File: config.mk
export PLATFORM = sky130hd
export DESIGN_NAME = cfgbank_top
export DESIGN_NICKNAME = d
export VERILOG_FILES = /design/src/rtl/cfgbank_pkg.sv /design/src/rtl/cfgbank_merge.sv /design/src/rtl/cfgbank_once.sv /design/src/rtl/cfgbank_rdmux.sv /design/src/rtl/cfgbank_top.sv
export SDC_FILE = /design/constraint.sdc
export NUM_CORES = 1
export LEC_CHECK = 0
export ABC_AREA = 1
export BUFFER_PORTS_ARGS = -buffer_cell sky130_fd_sc_hd__buf_2
export CAP_MARGIN = 25
export CORE_MARGIN = 5
export CORE_UTILIZATION = 30
export CTS_CLUSTER_SIZE = 24
export DETAILED_ROUTE_END_ITERATION = 16
export HOLD_SLACK_MARGIN = 0.1
export MAX_ROUTING_LAYER = met4
export SLEW_MARGIN = 20
export SYNTH_ARGS = -nofsm -noshare
export SYNTH_HDL_FRONTEND = slang
export SYNTH_SLANG_ARGS = --single-unit
File: constraint.sdc
create_clock -name clk -period 3.6 [get_ports clk]
set_input_delay 0.54 -clock clk [delete_from_list [all_inputs] [get_ports clk]]
set_output_delay 0.54 -clock clk [all_outputs]
set_load 0.01 [all_outputs]
File: src/rtl/cfgbank_pkg.sv
package cfgbank_pkg;
  localparam int unsigned DW    = 32;
  localparam int unsigned LANES = DW / 8;

  localparam int unsigned IDX_ID    = 0;
  localparam int unsigned IDX_CTRL  = 1;
  localparam int unsigned IDX_STAT  = 2;
  localparam int unsigned IDX_ONCE  = 3;
  localparam int unsigned IDX_GUARD = 4;
  localparam int unsigned NUM_IMPL  = 5;

  // expand byte enables into a per-bit mask
  function automatic logic [DW-1:0] lane_bits(input logic [LANES-1:0] be);
    logic [DW-1:0] m;
    for (int i = 0; i < LANES; i++) m[i*8 +: 8] = {8{be[i]}};
    return m;
  endfunction
endpackage

File: src/rtl/cfgbank_merge.sv
module cfgbank_merge
  import cfgbank_pkg::*;
#(
  parameter logic [DW-1:0] RW_MASK  = '0,
  parameter logic [DW-1:0] W1C_MASK = '0
) (
  input  logic [DW-1:0] cur,
  input  logic [DW-1:0] wdata,
  input  logic [DW-1:0] lane_mask,
  input  logic          wen,
  input  logic [DW-1:0] set_bits,
  output logic [DW-1:0] nxt
);
  logic [DW-1:0] act;
  logic [DW-1:0] rw_sel;
  logic [DW-1:0] clr_sel;

  always_comb begin
    act     = lane_mask & {DW{wen}};
    rw_sel  = act & RW_MASK;
    clr_sel = act & W1C_MASK & wdata;
    nxt     = (cur & ~rw_sel) | (wdata & rw_sel);
    nxt     = nxt & ~clr_sel;
    // hardware set applied last: set beats clear
    nxt     = nxt | (set_bits & W1C_MASK);
  end
endmodule

File: src/rtl/cfgbank_once.sv
module cfgbank_once #(
  parameter int unsigned NLANE = 2
) (
  input  logic             clk,
  input  logic             rst_n,
  input  logic             wen,
  input  logic [NLANE-1:0] be,
  output logic [NLANE-1:0] open
);
  for (genvar g = 0; g < NLANE; g++) begin : g_lane
    logic used_q;
    logic used_d;
    logic used_en;

    always_comb begin
      used_en = wen & be[g] & ~used_q;
      used_d  = 1'b1;
    end

    always_ff @(posedge clk or negedge rst_n) begin
      if (!rst_n)       used_q <= 1'b0;
      else if (used_en) used_q <= used_d;
    end

    assign open[g] = ~used_q;
  end
endmodule

File: src/rtl/cfgbank_rdmux.sv
module cfgbank_rdmux
  import cfgbank_pkg::*;
#(
  parameter int unsigned ADDR_W = 4,
  parameter int unsigned NREG   = 5
) (
  input  logic [NREG-1:0][DW-1:0] regs,
  input  logic [ADDR_W-1:0]       addr,
  output logic [DW-1:0]           dout
);
  always_comb begin
    dout = '0;
    for (int i = 0; i < NREG; i++) begin
      if (addr == ADDR_W'(i)) dout = regs[i];
    end
  end
endmodule

File: src/rtl/cfgbank_top.sv
module cfgbank_top
  import cfgbank_pkg::*;
#(
  parameter int unsigned     ADDR_W     = 4,
  parameter int unsigned     EVT_W      = 8,
  parameter int unsigned     STAT_W     = 8,
  parameter int unsigned     ONCE_BYTES = 2,
  parameter int unsigned     LOCK_BIT   = 31,
  parameter logic [DW-1:0]   ID_VALUE   = 32'h5A3C_1E07,
  parameter logic [DW-1:0]   CTRL_RST   = 32'h0000_0010,
  parameter logic [DW-1:0]   CTRL_MASK  = 32'h0000_FFFF,
  parameter logic [DW-1:0]   GUARD_RST  = 32'h0000_00A5,
  parameter logic [DW-1:0]   GUARD_MASK = 32'h80FF_FFFF
) (
  input  logic                    clk,
  input  logic                    rst_n,
  input  logic                    acc_vld,
  input  logic                    acc_wr,
  input  logic [ADDR_W-1:0]       acc_addr,
  input  logic [DW-1:0]           acc_wdata,
  input  logic [LANES-1:0]        acc_be,
  output logic [DW-1:0]           acc_rdata,
  output logic                    acc_done,
  input  logic [EVT_W-1:0]        hw_evt,
  input  logic [STAT_W-1:0]       hw_stat,
  output logic [15:0]             ctrl_out,
  output logic [ONCE_BYTES*8-1:0] once_out,
  output logic [23:0]             guard_out,
  output logic                    guard_locked
);
  localparam logic [DW-1:0] EVT_MASK  = DW'((64'd1 << EVT_W) - 1);
  localparam logic [DW-1:0] ONCE_MASK = DW'((64'd1 << (ONCE_BYTES*8)) - 1);
  localparam int unsigned   STAT_LSB  = 16;

  // reset: asserted at once, released after two clock edges
  logic [1:0] rst_pipe;
  logic       rst_int_n;

  always_ff @(posedge clk or negedge rst_n) begin
    if (!rst_n) rst_pipe <= 2'b00;
    else        rst_pipe <= {rst_pipe[0], 1'b1};
  end
  assign rst_int_n = rst_pipe[1];

  // access decode
  logic          is_wr;
  logic          is_rd;
  logic          wr_ctrl;
  logic          wr_stat;
  logic          wr_once;
  logic          wr_guard;
  logic [DW-1:0] lane_m;

  always_comb begin
    is_wr    = acc_vld & acc_wr;
    is_rd    = acc_vld & ~acc_wr;
    wr_ctrl  = is_wr & (acc_addr == ADDR_W'(IDX_CTRL));
    wr_stat  = is_wr & (acc_addr == ADDR_W'(IDX_STAT));
    wr_once  = is_wr & (acc_addr == ADDR_W'(IDX_ONCE));
    wr_guard = is_wr & (acc_addr == ADDR_W'(IDX_GUARD));
    lane_m   = lane_bits(acc_be);
  end

  // storage
  logic [DW-1:0] ctrl_q,  ctrl_d;
  logic [DW-1:0] stat_q,  stat_d;
  logic [DW-1:0] once_q,  once_d;
  logic [DW-1:0] guard_q, guard_d;
  logic [DW-1:0] rd_q,    rd_d;
  logic          done_q;
  logic          stat_en;

  cfgbank_merge #(.RW_MASK(CTRL_MASK), .W1C_MASK('0)) u_ctrl (
    .cur(ctrl_q), .wdata(acc_wdata), .lane_mask(lane_m), .wen(wr_ctrl),
    .set_bits('0), .nxt(ctrl_d)
  );

  logic [DW-1:0] evt_bits;
  always_comb begin
    evt_bits            = '0;
    evt_bits[EVT_W-1:0] = hw_evt;
    stat_en             = wr_stat | (|hw_evt);
  end

  cfgbank_merge #(.RW_MASK('0), .W1C_MASK(EVT_MASK)) u_stat (
    .cur(stat_q), .wdata(acc_wdata), .lane_mask(lane_m), .wen(wr_stat),
    .set_bits(evt_bits), .nxt(stat_d)
  );

  // write-once lanes
  logic [ONCE_BYTES-1:0] once_open;
  logic [LANES-1:0]      be_once;
  logic [DW-1:0]         once_lane_m;

  cfgbank_once #(.NLANE(ONCE_BYTES)) u_once_trk (
    .clk(clk), .rst_n(rst_int_n), .wen(wr_once),
    .be(acc_be[ONCE_BYTES-1:0]), .open(once_open)
  );

  always_comb begin
    be_once                   = '0;
    be_once[ONCE_BYTES-1:0]   = acc_be[ONCE_BYTES-1:0] & once_open;
    once_lane_m               = lane_bits(be_once);
  end

  cfgbank_merge #(.RW_MASK(ONCE_MASK), .W1C_MASK('0)) u_once (
    .cur(once_q), .wdata(acc_wdata), .lane_mask(once_lane_m), .wen(wr_once),
    .set_bits('0), .nxt(once_d)
  );

  // lock-protected register: lock is sampled from the stored value
  logic guard_wen;
  assign guard_wen = wr_guard & ~guard_q[LOCK_BIT];

  cfgbank_merge #(.RW_MASK(GUARD_MASK), .W1C_MASK('0)) u_guard (
    .cur(guard_q), .wdata(acc_wdata), .lane_mask(lane_m), .wen(guard_wen),
    .set_bits('0), .nxt(guard_d)
  );

  // read path
  logic [DW-1:0]               stat_view;
  logic [NUM_IMPL-1:0][DW-1:0] rd_vec;
  logic [DW-1:0]               rd_sel;

  always_comb begin
    stat_view                      = stat_q;
    stat_view[STAT_LSB +: STAT_W]  = hw_stat;
    rd_vec[IDX_ID]                 = ID_VALUE;
    rd_vec[IDX_CTRL]               = ctrl_q;
    rd_vec[IDX_STAT]               = stat_view;
    rd_vec[IDX_ONCE]               = once_q;
    rd_vec[IDX_GUARD]              = guard_q;
  end

  cfgbank_rdmux #(.ADDR_W(ADDR_W), .NREG(NUM_IMPL)) u_rdmux (
    .regs(rd_vec), .addr(acc_addr), .dout(rd_sel)
  );

  assign rd_d = rd_sel;

  // register processes with explicit enables
  always_ff @(posedge clk or negedge rst_int_n) begin
    if (!rst_int_n)   ctrl_q <= CTRL_RST & CTRL_MASK;
    else if (wr_ctrl) ctrl_q <= ctrl_d;
  end

  always_ff @(posedge clk or negedge rst_int_n) begin
    if (!rst_int_n)   stat_q <= '0;
    else if (stat_en) stat_q <= stat_d;
  end

  always_ff @(posedge clk or negedge rst_int_n) begin
    if (!rst_int_n)   once_q <= '0;
    else if (wr_once) once_q <= once_d;
  end

  always_ff @(posedge clk or negedge rst_int_n) begin
    if (!rst_int_n)     guard_q <= GUARD_RST & GUARD_MASK;
    else if (guard_wen) guard_q <= guard_d;
  end

  always_ff @(posedge clk or negedge rst_int_n) begin
    if (!rst_int_n) rd_q <= '0;
    else if (is_rd) rd_q <= rd_d;
  end

  always_ff @(posedge clk or negedge rst_int_n) begin
    if (!rst_int_n) done_q <= 1'b0;
    else            done_q <= acc_vld;
  end

  assign acc_rdata    = rd_q;
  assign acc_done     = done_q;
  assign ctrl_out     = ctrl_q[15:0];
  assign once_out     = once_q[ONCE_BYTES*8-1:0];
  assign guard_out    = guard_q[23:0];
  assign guard_locked = guard_q[LOCK_BIT];
endmodule

* After elaboration in Yosys (flattened, before gate mapping)
Cells that the tools add are included.
Storage, ports and cells: register bits 165, input port bits 60, output and inout bits 90, logic and storage cells 57
Cells by class: equality and inequality tests 4, multiplexer cells 5, bitwise logic cells 37, reductions and logical operators 2
Operator list (count):
- $and A32 B32 Y32 | 6
- $mux W32 | 4
- $or A32 B32 Y32 | 3
- $and A32 B16 Y32 | 2
- $not A16 Y32 | 2
- $not A32 Y32 | 2
- $and A16 B16 Y16 | 2
- $and A8 B32 Y32 | 1
- $or A32 B8 Y32 | 1
- $mux W31 | 1
- $and A1 B1 Y1 | 11
- $and A8 B8 Y8 | 1
- $eq A4 B2 Y1 const B | 2
- $reduce_or A8 Y1 | 1
- $eq A4 B1 Y1 const B | 1
- $eq A4 B3 Y1 const B | 1
- $logic_not A4 Y1 | 1
- $not A1 Y1 | 4
- $and A2 B2 Y2 | 1
- $or A1 B1 Y1 | 1

* Logic depth before layout (Yosys ltp)
Gate-level depths: netlist (run 1).
depth after elaboration 7, depth in mapped cells 9, depth with buffers taken out 8

* Hierarchy
From an unflattened synthesis (run 1), not the netlist that was laid out.
Unflattened totals: cell total of the unflattened synthesis 1443, area, all modules 10054.6 um^2
Modules (own cells, without submodules):
- cfgbank_top | instances 1, cells each 775, area an instance 6851.6 um^2, seq. area each 4085.2 um^2
- cfgbank_rdmux | instances 1, cells each 324, area an instance 1453.9 um^2, seq. area each 0.0 um^2
- cfgbank_merge (u_ctrl ...) | instances 2, cells each 83, area an instance 414.1 um^2, seq. area each 0.0 um^2
- cfgbank_merge (u_guard) | instances 1, cells each 113, area an instance 526.8 um^2, seq. area each 0.0 um^2
- cfgbank_merge (u_stat) | instances 1, cells each 57, area an instance 321.6 um^2, seq. area each 0.0 um^2
- cfgbank_once | instances 1, cells each 8, area an instance 72.6 um^2, seq. area each 50.0 um^2

* Worst setup path after synthesis (run 1)
No wires, ideal clock.
path kind input to register, from input port acc_addr[1], to register (tool-made name), setup time 0.066 ns, arrival 1.626 ns, required time 3.534 ns, path slack 1.908 ns, cell stages on the path 7, buffers on the path 2, path through buf_4 -> nor2_4 -> nand2_2 -> nor3_4 -> buf_4 -> nand3_1 -> nand2_1
RTL lines:
- start: declaration | line cfgbank_top.sv:19 | input logic [ADDR_W-1:0] acc_addr,

* Final worst setup path (run 1)
from input port acc_addr[0], to register stat_q[1]
Between the ends: cells in the longest elaborated chain, start to end 7, elaborated cells between the ends (all ways) 8, classes of those cells eq/ne (1); bitwise (7)
Ends and longest elaborated chain:
- $eq A4 B2 Y1 * | line cfgbank_top.sv:58 | wr_stat = is_wr & (acc_addr == ADDR_W'(IDX_STAT));
- $and A1 B1 Y1 * | line cfgbank_top.sv:58
- $and A8 B8 Y8 | line cfgbank_merge.sv:19 | act = lane_mask & {DW{wen}};
- $and A8 B32 Y32 | line cfgbank_merge.sv:21 | clr_sel = act & W1C_MASK & wdata;
- $not A32 Y32 | line cfgbank_merge.sv:23 | nxt = nxt & ~clr_sel;
- $and A32 B32 Y32 | line cfgbank_merge.sv:23
- $or A32 B8 Y32 | line cfgbank_merge.sv:25 | nxt = nxt | (set_bits & W1C_MASK);
- end signal: assignment | line cfgbank_top.sv:149 | else if (stat_en) stat_q <= stat_d;
- end: declaration | line cfgbank_top.sv:66 | logic [DW-1:0] stat_q, stat_d;
Mark *: on every way between the ends. The rest lies on a longest branch, timed or not. A chain may end at the register's enable or synchronous reset.

==> summary.md, run 1 <==
| Metric | Value |
|---|---|
| Relative slew margins | 57.69% |
| Most used cell, CP | nand2_1 |
| First-pass GRT wire length | 20.51 mm |
| Syn Inst Count | 527 |
| Drt initial violations | 213 |
| Synthesized area | 4328 µm² |
| Setup Skew | 11.54 ps |
| Initial antenna violation count | 2 |
| Core area | 13990 µm² |
| Worst path cell trace | buf_2 > inv_1 > nand2_1 > nor2_1 > nand3_1 > o21ai_0 > nand2_1 |
| Router iterations before antenna repair | 5 |
| Worst-Margin Slew | 632.6 ps |
| Fin util | 39.43% |
| Post-synth top area share | 52.62% |
| Most frequent cells in the layout | nand2_1 (178), buf_2 (139), dfrtp_1 (90) |
| Startpoint Class | input port |
| Crit share post-route | 61.44% |
| Area of the die | 16930 µm² |
| Setup-failing EPs final | 0 |
| Tot Pwr | 2.477 mW |
| Die span in y | 130.1 µm |
| Reg power frac | 47.3% |
| Clock Pin Slew Worst Setup and Hold Paths | 70 ps |
| Max-cap violation count | 0 |
| CP max FO | 11 |
| Worst setup path class | in2reg |
| Via count | 3927 |
| I/O Pins | 150 |
| Final GP Congestion | 0.8122 |
| Largest net degree at the start of global routing | 74 |
| Ys flop type | dfrtp_1 |
| Max Buffers Root-to-Sink | 2 |
| Largest cells by area after synthesis | dfrtp_1 (53%), nand2_1 (15%), nand3_1 (6.9%) |
| H-tree lvl count | 3 |
| Root Driver | clkbuf_16 |
| Peak supply drop | 0.0001978 V |
| Share of cells above drive strength 1 | 27.22% |
| Area leader, netlist | dfrtp_1 |
| Drt wl/cell | 15.30 µm |
| Post-Route WL | 12.96 mm |
| Minimum clock period | 2212 ps |
| Die W | 130.1 µm |
| P_sw | 0.6000 mW |
| Status | finished, final reports clean |
| Synthesis Warnings | 0 |
| Hold crit path type | reg2async |
| Row cnt | 43 |
| TNS Setup | 0 ps |
| Starting Density | 30.94% |
| Worst Reg-to-Reg Cells | 5 |
| Cts bufs inserted | 9 |
| Slowest stage delay, CP | 440 ps |
| Power share of the combinational group | 10.5% |
| RSZ-0062 raised after global routing | false |
| Register area share after synthesis | 55.65% |
| Post-CTS sizing | 0 |
| Buffers plus inverters on the worst setup path | 2 |
| Worst Path Required | 3810 ps |
| Pleak | 3.114 nW |
| Sink Count | 96 |
| Int Power | 1.877 mW |
| Nature of the critical path endpoint | register |
| # port buffers | 139 |
| Final HPWL DP | 9.692 mm |
| Final Max Slew Viols | 0 |
| Post-synth EDFFs | 0 |
| Number of synthesized register bits | 96 |
| PD cells | 449.0 nW/µm² |
| Global route overflow | 0 |
| Layout area overhead | 27.44% |
| Clock power share | 42.2% |
| Total track usage | 16.16% |
| R2r setup slk | 1800 ps |
| Post-synth ARST share | 100.0% |
| Net Sw Frac | 24.23% |
| Nets | 720 |
| Clk_lat worst skew | 340 ps |
| Vias per inst | 4.636 |
| Post-route ant nets | 0 |
| Number of remaining DRC errors | 0 |
| Most common cell after layout, fill and taps aside | nand2_1 |
| Avg Cell Area, Syn | 8.212 µm² |
| CTS tree | built |
| Crit path DAT | 2430 ps |
| Crit path max-delay cell type | nand3_1 |
| Top delay family on crit path | simple AND/OR/NAND/NOR gates |
| F_max | 452.1 MHz |
| Cell variety after synth | 25 |
| Vias in the first global route | 3828 |
| Hold Fails Final Rpt | 0 |
through the flow:
step	cell area (µm²)	std cells	setup WS, ps	hold slack (ps)
3_3_place_gp	5147	827	1139	324.8
2_1_floorplan	4335	529	736.7	244.4
5_1_grt	5515	847	1247	266.9
3_5_place_dp	5147	827	1067	328.9
4_1_cts	5483	844	1430	324.0
6_report	5515	847	1388	227.3
worst max-delay path by stage:
stage | startpoint | end | slack, ps | cells after the start
floorplan | rst_pipe[1]$_DFF_PN0_ | async pin | 740 | 0
global placement | acc_addr[0] | stat_q[1]$_DFFE_PN0P_ | 1140 | 7
detailed placement | acc_addr[0] | stat_q[1]$_DFFE_PN0P_ | 1070 | 7
CTS | acc_addr[0] | stat_q[1]$_DFFE_PN0P_ | 1430 | 7
global route | acc_addr[1] | register | 1250 | 6
finish | acc_addr[0] | stat_q[1]$_DFFE_PN0P_ | 1390 | 7
power by group through the flow:
| stage | logic (mW) | clock network (mW) | registers [mW] |
|---|---|---|---|
| floorplan | 0.102 | 0 | 1.22 |
| global placement | 0.243 | 0 | 1.20 |
| detailed placement | 0.247 | 0 | 1.20 |
| CTS | 0.249 | 1.07 | 1.18 |
| global route | 0.292 | 1.12 | 1.18 |
| finish | 0.259 | 1.05 | 1.17 |
logic make-up after synthesis:
family                 Yosys count  share of synthesized area (%)
AOI/OAI and AO/OA               66                          8.152
buffers and inverters           75                          7.690
DFF                             96                          55.65
other                            2                         0.1735
and+or+nand+nor                288                          28.33
cells in the mapped netlist, types with 3 or more instances:
cell type and number:
nand2_1 178, o21bai_1 5, a31oi_1 4, buf_4 9, nor2_1 31, dfrtp_1 91, nand2_2 5, a21oi_1 9
nand3_1 60, dfstp_2 5, inv_1 50, nand4_1 3, o21ai_0 44, or2_2 5, clkbuf_1 11
per-layer routing:
| metal | part of all wire (%) | vias to the layer above | track usage [%] | routed length [µm] |
|---|---|---|---|---|
| met2 | 47 | 127 | 24.38 | 6031 |
| li1 | - | 1935 | - | - |
| met4 | 1.6 | 0 | 6.112 | 204 |
| met5 | 0 | - | - | 0 |
| met1 | 45 | 1855 | 21.79 | 5860 |
| met3 | 6.6 | 10 | 2.865 | 859 |
cell type report:
class                           count  area [µm²]
Tap cell                          180       225.2
Antenna cell                        2       5.005
Clock inverter                      3       65.06
Clock buffer                       13       260.3
Fill cell                        1465        8473
Multi-Input combinational cell    358        1597
Inverter                           50       187.7
Timing Repair Buffer              145       763.2
Sequential cell                    96        2412
timing repair:
item,CTS,global route
hold buffers,1,0
buffers inserted,0,0
endpoints found under the hold margin,2,0
No activity file was read; power rests on OpenSTA's default activity.
==> run 2: changes to the inputs <==
==> constraint.sdc (replaced) <==
create_clock -name clk -period 1.9 [get_ports clk]
set_input_delay 0.285 -clock clk [delete_from_list [all_inputs] [get_ports clk]]
set_output_delay 0.285 -clock clk [all_outputs]
set_load 0.01 [all_outputs]
==> summary.md, run 2 (synthesis gave the netlist of run 1 again) <==
| Metric | Value |
|---|---|
| Number of remaining DRC errors | 0 |
| Pleak | 3.153 nW |
| Clk_lat worst skew | 350 ps |
| Hold crit path type | in2reg |
| Multi-input gate area | 1597 µm² |
| Minimum clock period | 1750 ps |
| R2r setup slk | 520 ps |
| Area of the die | 16930 µm² |
| Setup Buffers After CTS | 0 |
| Fillers | 1467 |
| Setup Skew | 10.06 ps |
| Crit path DAT | 2010 ps |
| RSZ-0062 raised after global routing | false |
| Router iterations before antenna repair | 5 |
| Hold Fails Final Rpt | 0 |
| Nature of the critical path endpoint | register |
| PD cells | 791.5 nW/µm² |
| Die span in y | 130.1 µm |
| Fin util | 39.79% |
| Vias per inst | 4.654 |
| Worst path cell trace | dlygate4sd3_1 > buf_2 > nand2_1 > nor2_1 > nand3_2 > o21ai_0 |
| Share of cells above drive strength 1 | 28.53% |
| Final instance area | 5565 µm² |
| H-tree lvl count | 3 |
| Clock Pin Slew Worst Setup and Hold Paths | 60 ps |
| Crit path max-delay cell type | dlygate4sd3_1 |
| Final HPWL DP | 10.15 mm |
| Final Max Slew Viols | 0 |
| I/O Pins | 150 |
| Post-CTS sizing | 0 |
| Status | finished, final reports clean |
| Most frequent cells in the layout | nand2_1 (178), buf_2 (139), dfrtp_1 (90) |
| Starting Density | 30.94% |
| Final GP Congestion | 0.8326 |
| Relative slew margins | 64.04% |
| Most common cell after layout, fill and taps aside | nand2_1 |
| Drt wl/cell | 15.34 µm |
| Hold-fix buffers, CTS | 2 |
| Core area | 13990 µm² |
| First-pass GRT wire length | 20.78 mm |
| Via count | 4012 |
| Total track usage | 16.44% |
| Crit share post-route | 92.09% |
| Vias in the first global route | 3985 |
| Largest net degree at the start of global routing | 41 |
| FF/Latch Area | 2412 µm² |
| # port buffers | 139 |
| Max-cap violation count | 0 |
| Setup-failing EPs final | 0 |
| Drt initial violations | 239 |
| Root Driver | clkbuf_16 |
| Die W | 130.1 µm |
| Worst-Margin Slew | 539.4 ps |
| Post-Route WL | 13.22 mm |
| Max Buffers Root-to-Sink | 2 |
| TNS Setup | 0 ps |
| F_max | 571.6 MHz |
| Peak supply drop | 0.0004094 V |
| Slowest stage delay, CP | 520 ps |
| Worst Path Required | 2160 ps |
| Cts bufs inserted | 9 |
| Startpoint Class | input port |
| Nets | 735 |
| Row cnt | 43 |
| Worst setup path class | in2reg |
| Sink Count | 96 |
| CP max FO | 17 |
| CTS tree | built |
| Area after DPL | 5273 µm² |
| Global route overflow | 0 |
| Layout area overhead | 28.59% |
| Initial antenna violation count | 2 |
| Post-route ant nets | 0 |
-- run 2: power by group --
part           leakage, nW  internal (mW)  total [mW]  switching [mW]
sequential            1.22           2.15        2.23          0.0821
clock                0.130          0.921        1.68           0.757
combinational         1.80          0.198       0.501           0.303
total                 3.15           3.26        4.41            1.14
-- run 2: metal layers --
metal | track usage [%] | vias to the layer above | wire length (µm) | part of all wire (%)
met3 | 4.011 | 23 | 1023 | 7.7
met4 | 6.112 | 0 | 274 | 2.1
met1 | 21.08 | 1865 | 5702 | 43
li1 | - | 1966 | - | -
met2 | 25.29 | 158 | 6221 | 47
met5 | - | - | 0 | 0
-- run 2: final timing paths --
kind / startpoint / end / cells past startpoint
max in group asynchronous: rst_pipe[1]$_DFF_PN0_ / acc_rdata[30]$_DFFE_PN0P_ / 1
hold reg to reg: rst_pipe[1]$_DFF_PN0_ / async pin / 0
setup reg to reg: register / register / 5
min in group asynchronous: rst_n / rst_pipe[1]$_DFF_PN0_ / 2
setup / recovery: acc_vld / register / 6
hold / removal: hw_evt[1] / stat_q[1]$_DFFE_PN0P_ / 3
-- run 2: stage by stage --
stage / std cells / power [mW] / hold slack (ps) / setup slack, ps
floorplan: 529 / 2.506 / -10.59 / 290.0
global placement: 842 / 2.758 / 69.80 / 179.3
detailed placement: 842 / 2.773 / 72.54 / 134.5
CTS: 860 / 4.462 / 111.6 / 159.6
global route: 862 / 4.631 / 121.0 / 21.68
finish: 862 / 4.405 / 121.8 / 150.4
-- run 2: critical path: cells and delay by family --
kind,cells,cell delay (ps)
simple gates,3,790
buf+inv,2,640
compound gates,1,290
-- run 2: area by class of cell --
type                       instances  area share [%]
sequential                        96           43.35
clock inverter                     3          0.3147
clock buffer                      13           4.496
inverter                          50           3.372
tap                              180           4.047
antenna                            2         0.08993
multi-input combinational        358           28.69
timing repair buffer             160           15.65
